<file path="src/rtl/sfsi_pkg.sv">
package sfsi_pkg;

  localparam int NFLAG     = 6;
  localparam int CNT_HALF  = 8;
  localparam int RD_W      = 2 * CNT_HALF;

  localparam int FL_TXE  = 0;
  localparam int FL_RXF  = 1;
  localparam int FL_DRDY = 2;
  localparam int FL_ERR  = 3;
  localparam int FL_BRK  = 4;
  localparam int FL_OVR  = 5;

  typedef enum logic [1:0] {
    SRC_ERR = 2'd0,
    SRC_RX  = 2'd1,
    SRC_BRK = 2'd2,
    SRC_TX  = 2'd3
  } irq_src_e;

  function automatic int rx_thr(input int depth, input logic [1:0] sel);
    case (sel)
      2'd0:    return 1;
      2'd1:    return depth / 4;
      2'd2:    return depth / 2;
      default: return depth - 2;
    endcase
  endfunction

  function automatic int tx_thr(input int depth, input logic [1:0] sel);
    case (sel)
      2'd0:    return depth / 2;
      2'd1:    return depth / 4;
      2'd2:    return depth / 8;
      default: return 0;
    endcase
  endfunction

endpackage

</file>
<file path="src/rtl/sfsi_level_cmp.sv">
module sfsi_level_cmp #(
  parameter int DEPTH = 16,
  parameter int CNT_W = 5,
  parameter bit IS_TX = 1'b0
) (
  input  logic [CNT_W-1:0] cnt_i,
  input  logic [1:0]       sel_i,
  output logic             hit_o
);
  import sfsi_pkg::*;

  generate
    if (IS_TX) begin : g_tx
      // room available: count at or below the transmit threshold
      always_comb hit_o = (cnt_i <= CNT_W'(tx_thr(DEPTH, sel_i)));
    end else begin : g_rx
      // enough data: count at or above the receive threshold
      always_comb hit_o = (cnt_i >= CNT_W'(rx_thr(DEPTH, sel_i)));
    end
  endgenerate

endmodule

</file>
<file path="src/rtl/sfsi_flag.sv">
module sfsi_flag (
  input  logic clk_i,
  input  logic rst_ni,
  input  logic set_i,
  input  logic rd_i,
  input  logic wr_i,
  input  logic wbit_i,
  output logic q_o
);
  logic armed_q, armed_d, q_d, clr_fire;

  always_comb begin
    clr_fire = wr_i & ~wbit_i & armed_q;
    q_d      = set_i | (q_o & ~clr_fire);
    armed_d  = q_o & ~clr_fire & (armed_q | rd_i);
  end

  always_ff @(posedge clk_i or negedge rst_ni) begin
    if (!rst_ni) begin
      q_o     <= 1'b0;
      armed_q <= 1'b0;
    end else begin
      q_o     <= q_d;
      armed_q <= armed_d;
    end
  end

  AST_NO_CLEAR_UNREAD: assert property (@(posedge clk_i) disable iff (!rst_ni)
    (!q_o ##1 (q_o && wr_i && !wbit_i)) |=> q_o);

  AST_SET_WINS: assert property (@(posedge clk_i) disable iff (!rst_ni)
    set_i |=> q_o);

endmodule

</file>
<file path="src/rtl/sfsi_irq_route.sv">
module sfsi_irq_route
  import sfsi_pkg::*;
(
  input  logic             clk_i,
  input  logic             rst_ni,
  input  logic [NFLAG-1:0] flags_i,
  input  logic [3:0]       en_i,
  input  logic             async_i,
  output logic             irq_err_o,
  output logic             irq_rx_o,
  output logic             irq_brk_o,
  output logic             irq_tx_o,
  output logic             dma_rx_o,
  output logic             dma_tx_o,
  output logic             irq_any_o,
  output irq_src_e         irq_id_o
);

  always_comb begin
    irq_err_o = flags_i[FL_ERR] & en_i[SRC_ERR];
    irq_rx_o  = (flags_i[FL_RXF] | (flags_i[FL_DRDY] & async_i)) & en_i[SRC_RX];
    irq_brk_o = (flags_i[FL_BRK] | flags_i[FL_OVR]) & en_i[SRC_BRK];
    irq_tx_o  = flags_i[FL_TXE] & en_i[SRC_TX];
    dma_rx_o  = flags_i[FL_RXF] & en_i[SRC_RX];
    dma_tx_o  = irq_tx_o;
    irq_any_o = irq_err_o | irq_rx_o | irq_brk_o | irq_tx_o;
  end

  always_comb begin
    if (irq_err_o)      irq_id_o = SRC_ERR;
    else if (irq_rx_o)  irq_id_o = SRC_RX;
    else if (irq_brk_o) irq_id_o = SRC_BRK;
    else if (irq_tx_o)  irq_id_o = SRC_TX;
    else                irq_id_o = SRC_ERR;
  end

  AST_PRIO_TX_LOWEST: assert property (@(posedge clk_i) disable iff (!rst_ni)
    (irq_any_o && irq_id_o == SRC_TX) |-> !(irq_err_o || irq_rx_o || irq_brk_o));

  AST_DMA_DATA_ONLY: assert property (@(posedge clk_i) disable iff (!rst_ni)
    (dma_rx_o |-> irq_rx_o) and (dma_tx_o |-> irq_tx_o));

endmodule

</file>
<file path="src/rtl/sfifo_stat_irq.sv">
module sfifo_stat_irq
  import sfsi_pkg::*;
#(
  parameter int FIFO_DEPTH = 16,
  parameter int CNT_W      = $clog2(FIFO_DEPTH + 1)
) (
  input  logic             clk_i,
  input  logic             rst_ni,
  input  logic [CNT_W-1:0] tx_count_i,
  input  logic [CNT_W-1:0] rx_count_i,
  input  logic [1:0]       tx_trig_i,
  input  logic [1:0]       rx_trig_i,
  input  logic             async_mode_i,
  input  logic             rx_err_i,
  input  logic             brk_i,
  input  logic             ovr_i,
  input  logic             rx_ready_i,
  input  logic [3:0]       irq_en_i,
  input  logic             reg_addr_i,
  input  logic             reg_rd_i,
  input  logic             reg_wr_i,
  input  logic [NFLAG-1:0] reg_wdata_i,
  output logic [RD_W-1:0]  reg_rdata_o,
  output logic             irq_err_o,
  output logic             irq_rx_o,
  output logic             irq_brk_o,
  output logic             irq_tx_o,
  output logic             dma_rx_o,
  output logic             dma_tx_o,
  output logic             irq_any_o,
  output logic [1:0]       irq_id_o
);

  localparam int PAD_W = CNT_HALF - CNT_W;

  logic             tx_hit, rx_hit, rd_stat, wr_stat;
  logic [NFLAG-1:0] set_vec, stat_q;
  irq_src_e         id_enc;

  sfsi_level_cmp #(.DEPTH(FIFO_DEPTH), .CNT_W(CNT_W), .IS_TX(1'b1)) u_tx_cmp (
    .cnt_i(tx_count_i), .sel_i(tx_trig_i), .hit_o(tx_hit)
  );

  sfsi_level_cmp #(.DEPTH(FIFO_DEPTH), .CNT_W(CNT_W), .IS_TX(1'b0)) u_rx_cmp (
    .cnt_i(rx_count_i), .sel_i(rx_trig_i), .hit_o(rx_hit)
  );

  always_comb begin
    rd_stat           = reg_rd_i & (reg_addr_i == 1'b0);
    wr_stat           = reg_wr_i & (reg_addr_i == 1'b0);
    set_vec           = '0;
    set_vec[FL_TXE]   = tx_hit;
    set_vec[FL_RXF]   = rx_hit;
    set_vec[FL_DRDY]  = rx_ready_i;
    set_vec[FL_ERR]   = rx_err_i;
    set_vec[FL_BRK]   = brk_i;
    set_vec[FL_OVR]   = ovr_i;
  end

  generate
    for (genvar i = 0; i < NFLAG; i++) begin : g_flag
      sfsi_flag u_flag (
        .clk_i (clk_i),
        .rst_ni(rst_ni),
        .set_i (set_vec[i]),
        .rd_i  (rd_stat),
        .wr_i  (wr_stat),
        .wbit_i(reg_wdata_i[i]),
        .q_o   (stat_q[i])
      );
    end
  endgenerate

  sfsi_irq_route u_route (
    .clk_i    (clk_i),
    .rst_ni   (rst_ni),
    .flags_i  (stat_q),
    .en_i     (irq_en_i),
    .async_i  (async_mode_i),
    .irq_err_o(irq_err_o),
    .irq_rx_o (irq_rx_o),
    .irq_brk_o(irq_brk_o),
    .irq_tx_o (irq_tx_o),
    .dma_rx_o (dma_rx_o),
    .dma_tx_o (dma_tx_o),
    .irq_any_o(irq_any_o),
    .irq_id_o (id_enc)
  );

  always_comb begin
    irq_id_o = id_enc;
    if (reg_addr_i)
      reg_rdata_o = {{PAD_W{1'b0}}, tx_count_i, {PAD_W{1'b0}}, rx_count_i};
    else
      reg_rdata_o = {{(RD_W-NFLAG){1'b0}}, stat_q};
  end

  AST_TXE_LEVEL: assert property (@(posedge clk_i) disable iff (!rst_ni)
    tx_hit |=> stat_q[FL_TXE]);

  AST_RXF_LEVEL: assert property (@(posedge clk_i) disable iff (!rst_ni)
    rx_hit |=> stat_q[FL_RXF]);

  AST_EVENT_LATCH: assert property (@(posedge clk_i) disable iff (!rst_ni)
    (rx_err_i || brk_i) |=> (stat_q[FL_ERR] || !rx_err_i) && (stat_q[FL_BRK] || !brk_i));

  AST_RESET_QUIET: assert property (@(posedge clk_i)
    !rst_ni |-> (stat_q == '0 && !irq_any_o && !dma_rx_o && !dma_tx_o));

endmodule

</file>
<file path="config.mk">
export PLATFORM = sky130hd
export DESIGN_NAME = sfifo_stat_irq
export DESIGN_NICKNAME = d
export VERILOG_FILES = /design/src/rtl/sfsi_pkg.sv /design/src/rtl/sfsi_level_cmp.sv /design/src/rtl/sfsi_flag.sv /design/src/rtl/sfsi_irq_route.sv /design/src/rtl/sfifo_stat_irq.sv
export SDC_FILE = /design/constraint.sdc
export NUM_CORES = 1
export LEC_CHECK = 0
export BUFFER_PORTS_ARGS = -buffer_cell sky130_fd_sc_hd__buf_2
export CORE_MARGIN = 1.5
export CORE_UTILIZATION = 38
export DETAILED_ROUTE_END_ITERATION = 6
export PLACE_DENSITY = 0.77
export SYNTH_ARGS = -nofsm -noshare
export SYNTH_HDL_FRONTEND = slang
export SYNTH_SLANG_ARGS = --single-unit
</file>
<file path="constraint.sdc">
create_clock -name clk_i -period 0.91 [get_ports clk_i]
set_input_delay 0.1365 -clock clk_i [delete_from_list [all_inputs] [get_ports clk_i]]
set_output_delay 0.1365 -clock clk_i [all_outputs]
set_load 0.02 [all_outputs]
</file>
Word-level counts from Yosys, hierarchy flattened

Cells that the tools add are included.

Output and inout bits: 25
Word-level logic and storage cells: 89
Register bits after elaboration: 12

$lt $le $gt $ge: 2
Equal/unequal tests: 4
Bitwise gates (word level): 62
Reductions and logical operators: 2
Multiplexer cells: 7

Operators by type and width:

| operator                                             | number |
|---|---|
| bitwise AND 1 bit                                    | 32 |
| one-hot mux 4 bit (3 select lines)                   | 2 |
| bitwise OR 1 bit                                     | 17 |
| 2-to-1 mux 13 bit                                    | 1 |
| inverter 1 bit                                       | 13 |
| 2-to-1 mux 2 bit                                     | 4 |
| >= comparator 5 x 4 -> 1 bit                         | 1 |
| <= comparator 5 x 4 -> 1 bit                         | 1 |
| equality test 2 x 1 -> 1 bit (second input constant) | 2 |
| equality test 2 bit (second input constant)          | 2 |
| zero test 2 bit                                      | 2 |

Longest topological paths before layout

Depth after elaboration: 7
Depth in mapped cells: 5
Mapped depth without buffers: 5

Hierarchy

From an unflattened synthesis, not the netlist that was laid out.

Cell total of the unflattened synthesis: 94
Area total of the unflattened synthesis: 962.2 µm²

Modules (own cells, without submodules):

| module                     | times used | cells each | area each (µm²) | seq. area each (µm²) |
|---|---|---|---|---|
| sfsi_flag                  | 6          | 5          | 75.1            | 50.0 |
| sfifo_stat_irq             | 1          | 20         | 180.2           | 0.0 |
| sfsi_level_cmp at u_rx_cmp | 1          | 15         | 120.1           | 0.0 |
| sfsi_irq_route             | 1          | 16         | 118.9           | 0.0 |
| sfsi_level_cmp at u_tx_cmp | 1          | 13         | 92.6            | 0.0 |

Worst setup path before layout

No wires, ideal clock.

Path type: register to output
Start point: register g_flag[5].u_flag.q_o
End point: output irq_id_o[0]
Data arrival time: 1.054 ns
Stages on the path, launching flop included: 4
Data required time: 0.774 ns
Setup slack: -0.280 ns
Cells stage by stage: dfrtp_1 > o21ai_2 > nand3_1 > a21oi_1

Word-level cells in the longest chain between the ends: 5

Ends and longest elaborated chain:

| what                     | RTL line             | RTL |
|---|---|---|
| start: declaration       | sfsi_flag.sv:8       | `output logic q_o` |
| start signal: assignment | sfsi_flag.sv:23      | `q_o <= q_d;` |
| bitwise OR 1 bit         | sfsi_irq_route.sv:22 | `irq_brk_o = (flags_i[FL_BRK] \| flags_i[FL_OVR]) & en_i[SRC_BRK];` |
| bitwise AND 1 bit        | sfsi_irq_route.sv:22 |  |
| 2-to-1 mux 2 bit         | sfsi_irq_route.sv:32 | `else if (irq_brk_o) irq_id_o = SRC_BRK;` |
| 2-to-1 mux 2 bit         | sfsi_irq_route.sv:31 | `else if (irq_rx_o) irq_id_o = SRC_RX;` |
| 2-to-1 mux 2 bit         | sfsi_irq_route.sv:30 | `if (irq_err_o) irq_id_o = SRC_ERR;` |
| end: declaration         | sfifo_stat_irq.sv:31 | `output logic [1:0] irq_id_o` |

Every way passes these cells.

Worst setup path in the final report

Start point: register g_flag[1].u_flag.q_o
End point: output irq_id_o[1]

Word-level cells in the longest chain between the ends: 4

Ends and longest elaborated chain:

| what                     | RTL line             | RTL |
|---|---|---|
| start: declaration       | sfsi_flag.sv:8       |  |
| start signal: assignment | sfsi_flag.sv:23      |  |
| bitwise OR 1 bit         | sfsi_irq_route.sv:21 | `irq_rx_o = (flags_i[FL_RXF] \| (flags_i[FL_DRDY] & async_i)) & en_i[SRC_RX];` |
| bitwise AND 1 bit        | sfsi_irq_route.sv:21 |  |
| 2-to-1 mux 2 bit         | sfsi_irq_route.sv:31 |  |
| 2-to-1 mux 2 bit         | sfsi_irq_route.sv:30 |  |

Every way passes these cells.

==> reports/metrics.csv <==
metric,value,unit
Layout Nets,208,
Initial Util,41.29,%
status,finished with violations,
setup ws final,-580.7,ps
CP Max Fanout,2,
Worst-path clk slew,70,ps
largest net degree at the start of global routing,13,
Tcrit/Tclk final,163.8,%
Die Span X,52.50,um
antenna violations before repair,0,
die area,0.002756,mm^2
Worst-Skew Late Latency,270,ps
CTS tree,yes,
final antenna-violating net count,0,
Critical R2R Capture,g_flag[2].u_flag.q_o$_DFF_PN0_,
total track usage,19.71,%
Setup Crit Path Kind,flip-flop to output pin,
Core Footprint,0.002255,mm^2
final hold violation count,0,
mean post-synth cell area,10.12,um^2
hold path startpoint,rx_err_i,
IO Pins,59,
"Largest stage delay, worst path",410,ps
"setup slack, reg-to-reg",-120,ps
CTS Sinks,12,
"Seq/Total Area, Yosys",32.26,%
CTS HTree Levels,1,
GP Congestion,0.7459,
Min Hold Slack,42.00,ps
Worst Skew,2.113,ps
Root Driver,clkbuf_4,
number of global-route vias before repair,941,
WHS Endpoint,g_flag[3].u_flag.q_o$_DFF_PN0_,
Layout area overhead,76.75,%
Total Routed Length,2772,um
hold path depth,2,
HPWL Detailed,1977,um
Final min period,1491,ps
"commonest cells after routing, fill and taps aside","buf_2 (34), buf_6 (28), dfrtp_1 (12)",
Synth Warn #,0,
register bit total from synthesis,12,
PD cells,1177,mW/mm^2
Antenna Cells,0,
DR WL/cell,14.36,um
CTS buffer count,3,
leakage,0.8272,nW
Starting DRT DRC Count,8,
Worst Path Arrival,1350,ps
Max Slew Vio Count,0,
Min-Delay Path Class,primary input to flip-flop,
first-pass GRT wire length,4002,um
endpoint class of the critical path,output pin,
CP required,770,ps
port bufs,53,
CP Launch Type,flip-flop,
RSZ-0062 raised after global routing,true,
Max Clk Rate,670.8,MHz
Pwr Total,1.936,mW
"Distinct cells, synth",28,
Pre-antenna DRT Iters,4,
worst-case clock buffer depth,2,
fraction of layout cells with a size suffix above 1,63.64,%
vias,964,
R2R cell count,4,
CP Cell Sequence,a21o_1 -> a221oi_4 -> buf_6,
Std-Cell Rows,17,
cells after synthesis,92,
final core occ,72.97,%
die span in y,52.50,um
Mapped Area,930.9,um^2
max_cap viols,0,
failing checks,setup timing,
Max VDD drop,0.7082,mV
vias per cell,4.995,
Final setup viols,19,
DR DRC count,0,
"most common cell after layout, fill and taps aside",buf_2,
gr ovfl total,0,
CP max stage cell,dfrtp_1,
worst r2r src,g_flag[2].u_flag.q_o$_DFF_PN0_,
## routing by layer
layer / up-vias / global-route usage [%] / routed length [um]
met4: 0 / 4.701 / 10
met1: 457 / 19.53 / 1036
met5: - / 0 / 0
met2: 42 / 41.67 / 1580
li1: 463 / - / -
met3: 2 / 2.286 / 144
## through the flow
| stage | setup slack (ps) | instance area [um^2] | std cells | setup TNS (ps) |
|---|---|---|---|---|
| final | -580.7 | 1645 | 193 | -6461 |
| after global routing | -614.6 | 1645 | 193 | -7091 |
| after CTS | -513.2 | 1550 | 191 | -5850 |
| after detailed placement | -290.0 | 1351 | 181 | -3322 |
| after global placement | -253.2 | 1351 | 181 | -2929 |
| after floorplan | -176.0 | 1028 | 96 | -646.1 |
## power by group
group,internal [mW],total [mW],switching (mW)
combinational,0.507,0.914,0.407
sequential,0.631,0.702,0.0713
clock,0.153,0.320,0.167
total,1.29,1.94,0.646
## final cells by class
type / count / area (um^2)
inverters: 8 / 35.03
multi-input cells: 68 / 674.4
flip-flops and latches: 12 / 300.3
clock buffers: 3 / 22.52
repair buffers: 74 / 578.1
fillers: 166 / 609.3
well taps: 28 / 35.03
## repair_timing
action,CTS,global route
hold buffers,1,0
hold endpoints to repair,12,0
resized for setup,41,21
setup buffers,6,6
endpoints found under the setup margin,21,21
pin swaps,4,6
## synth_stat cells (all sizes together)
library cell	count	area share [%]
a221oi	1	1.6
nand3	1	0.54
nand2	6	2.4
buf	8	7.3
o211a	5	5.4
o211ai	1	0.81
mux2	5	7.7
nand4bb	6	7.3
dfrtp	12	32
a21oi	1	0.54
a21o	5	4.0
nand2b	2	1.3
o21ai	2	1.5
o21a	1	0.81
nand4	2	1.3
conb	1	0.40
nor2b	4	3.0
or2	1	0.67
nor2	5	2.0
a211oi	1	0.81
o311ai	1	1.7
ha	7	9.4
inv	8	3.2
and2	6	4.0
## worst max path at each step
stage          depth (start not counted)  slack, ps                              to                           start
2_1_floorplan                          2       -180                     irq_id_o[1]  g_flag[2].u_flag.q_o$_DFF_PN0_
3_3_place_gp                           6       -250  g_flag[0].u_flag.q_o$_DFF_PN0_                    tx_trig_i[1]
3_5_place_dp                           6       -290  g_flag[0].u_flag.q_o$_DFF_PN0_                    tx_trig_i[1]
4_1_cts                                3       -510                     irq_id_o[1]  g_flag[2].u_flag.q_o$_DFF_PN0_
5_1_grt                                3       -610                     irq_id_o[1]  g_flag[1].u_flag.q_o$_DFF_PN0_
6_report                               3       -580                     irq_id_o[1]  g_flag[1].u_flag.q_o$_DFF_PN0_
## cells by family (layout without fill, tap and decap cells)
family          Yosys count  in the layout  synth area share, %
flops                    12             12                32.26
buf+inv                  16             85                10.48
simple gates             33             33                22.58
mux                       5              5                7.661
fa+ha+maj                 7              7                9.408
compound gates           18             18                17.20
other cells               1              5               0.4028
## flip-flops by register name (all words and copies together), names as in the netlist
signal                 count
g_flag.u_flag.q_o          6
g_flag.u_flag.armed_q      6
## critical path: cells and delay by family (launching register included)
| family | cells | cell delay (ps) |
|---|---|---|
| flip-flops | 1 | 410 |
| buffers and inverters | 1 | 150 |
| AO/OA/AOI/OAI | 2 | 530 |
(Power assumes the default switching activity.)
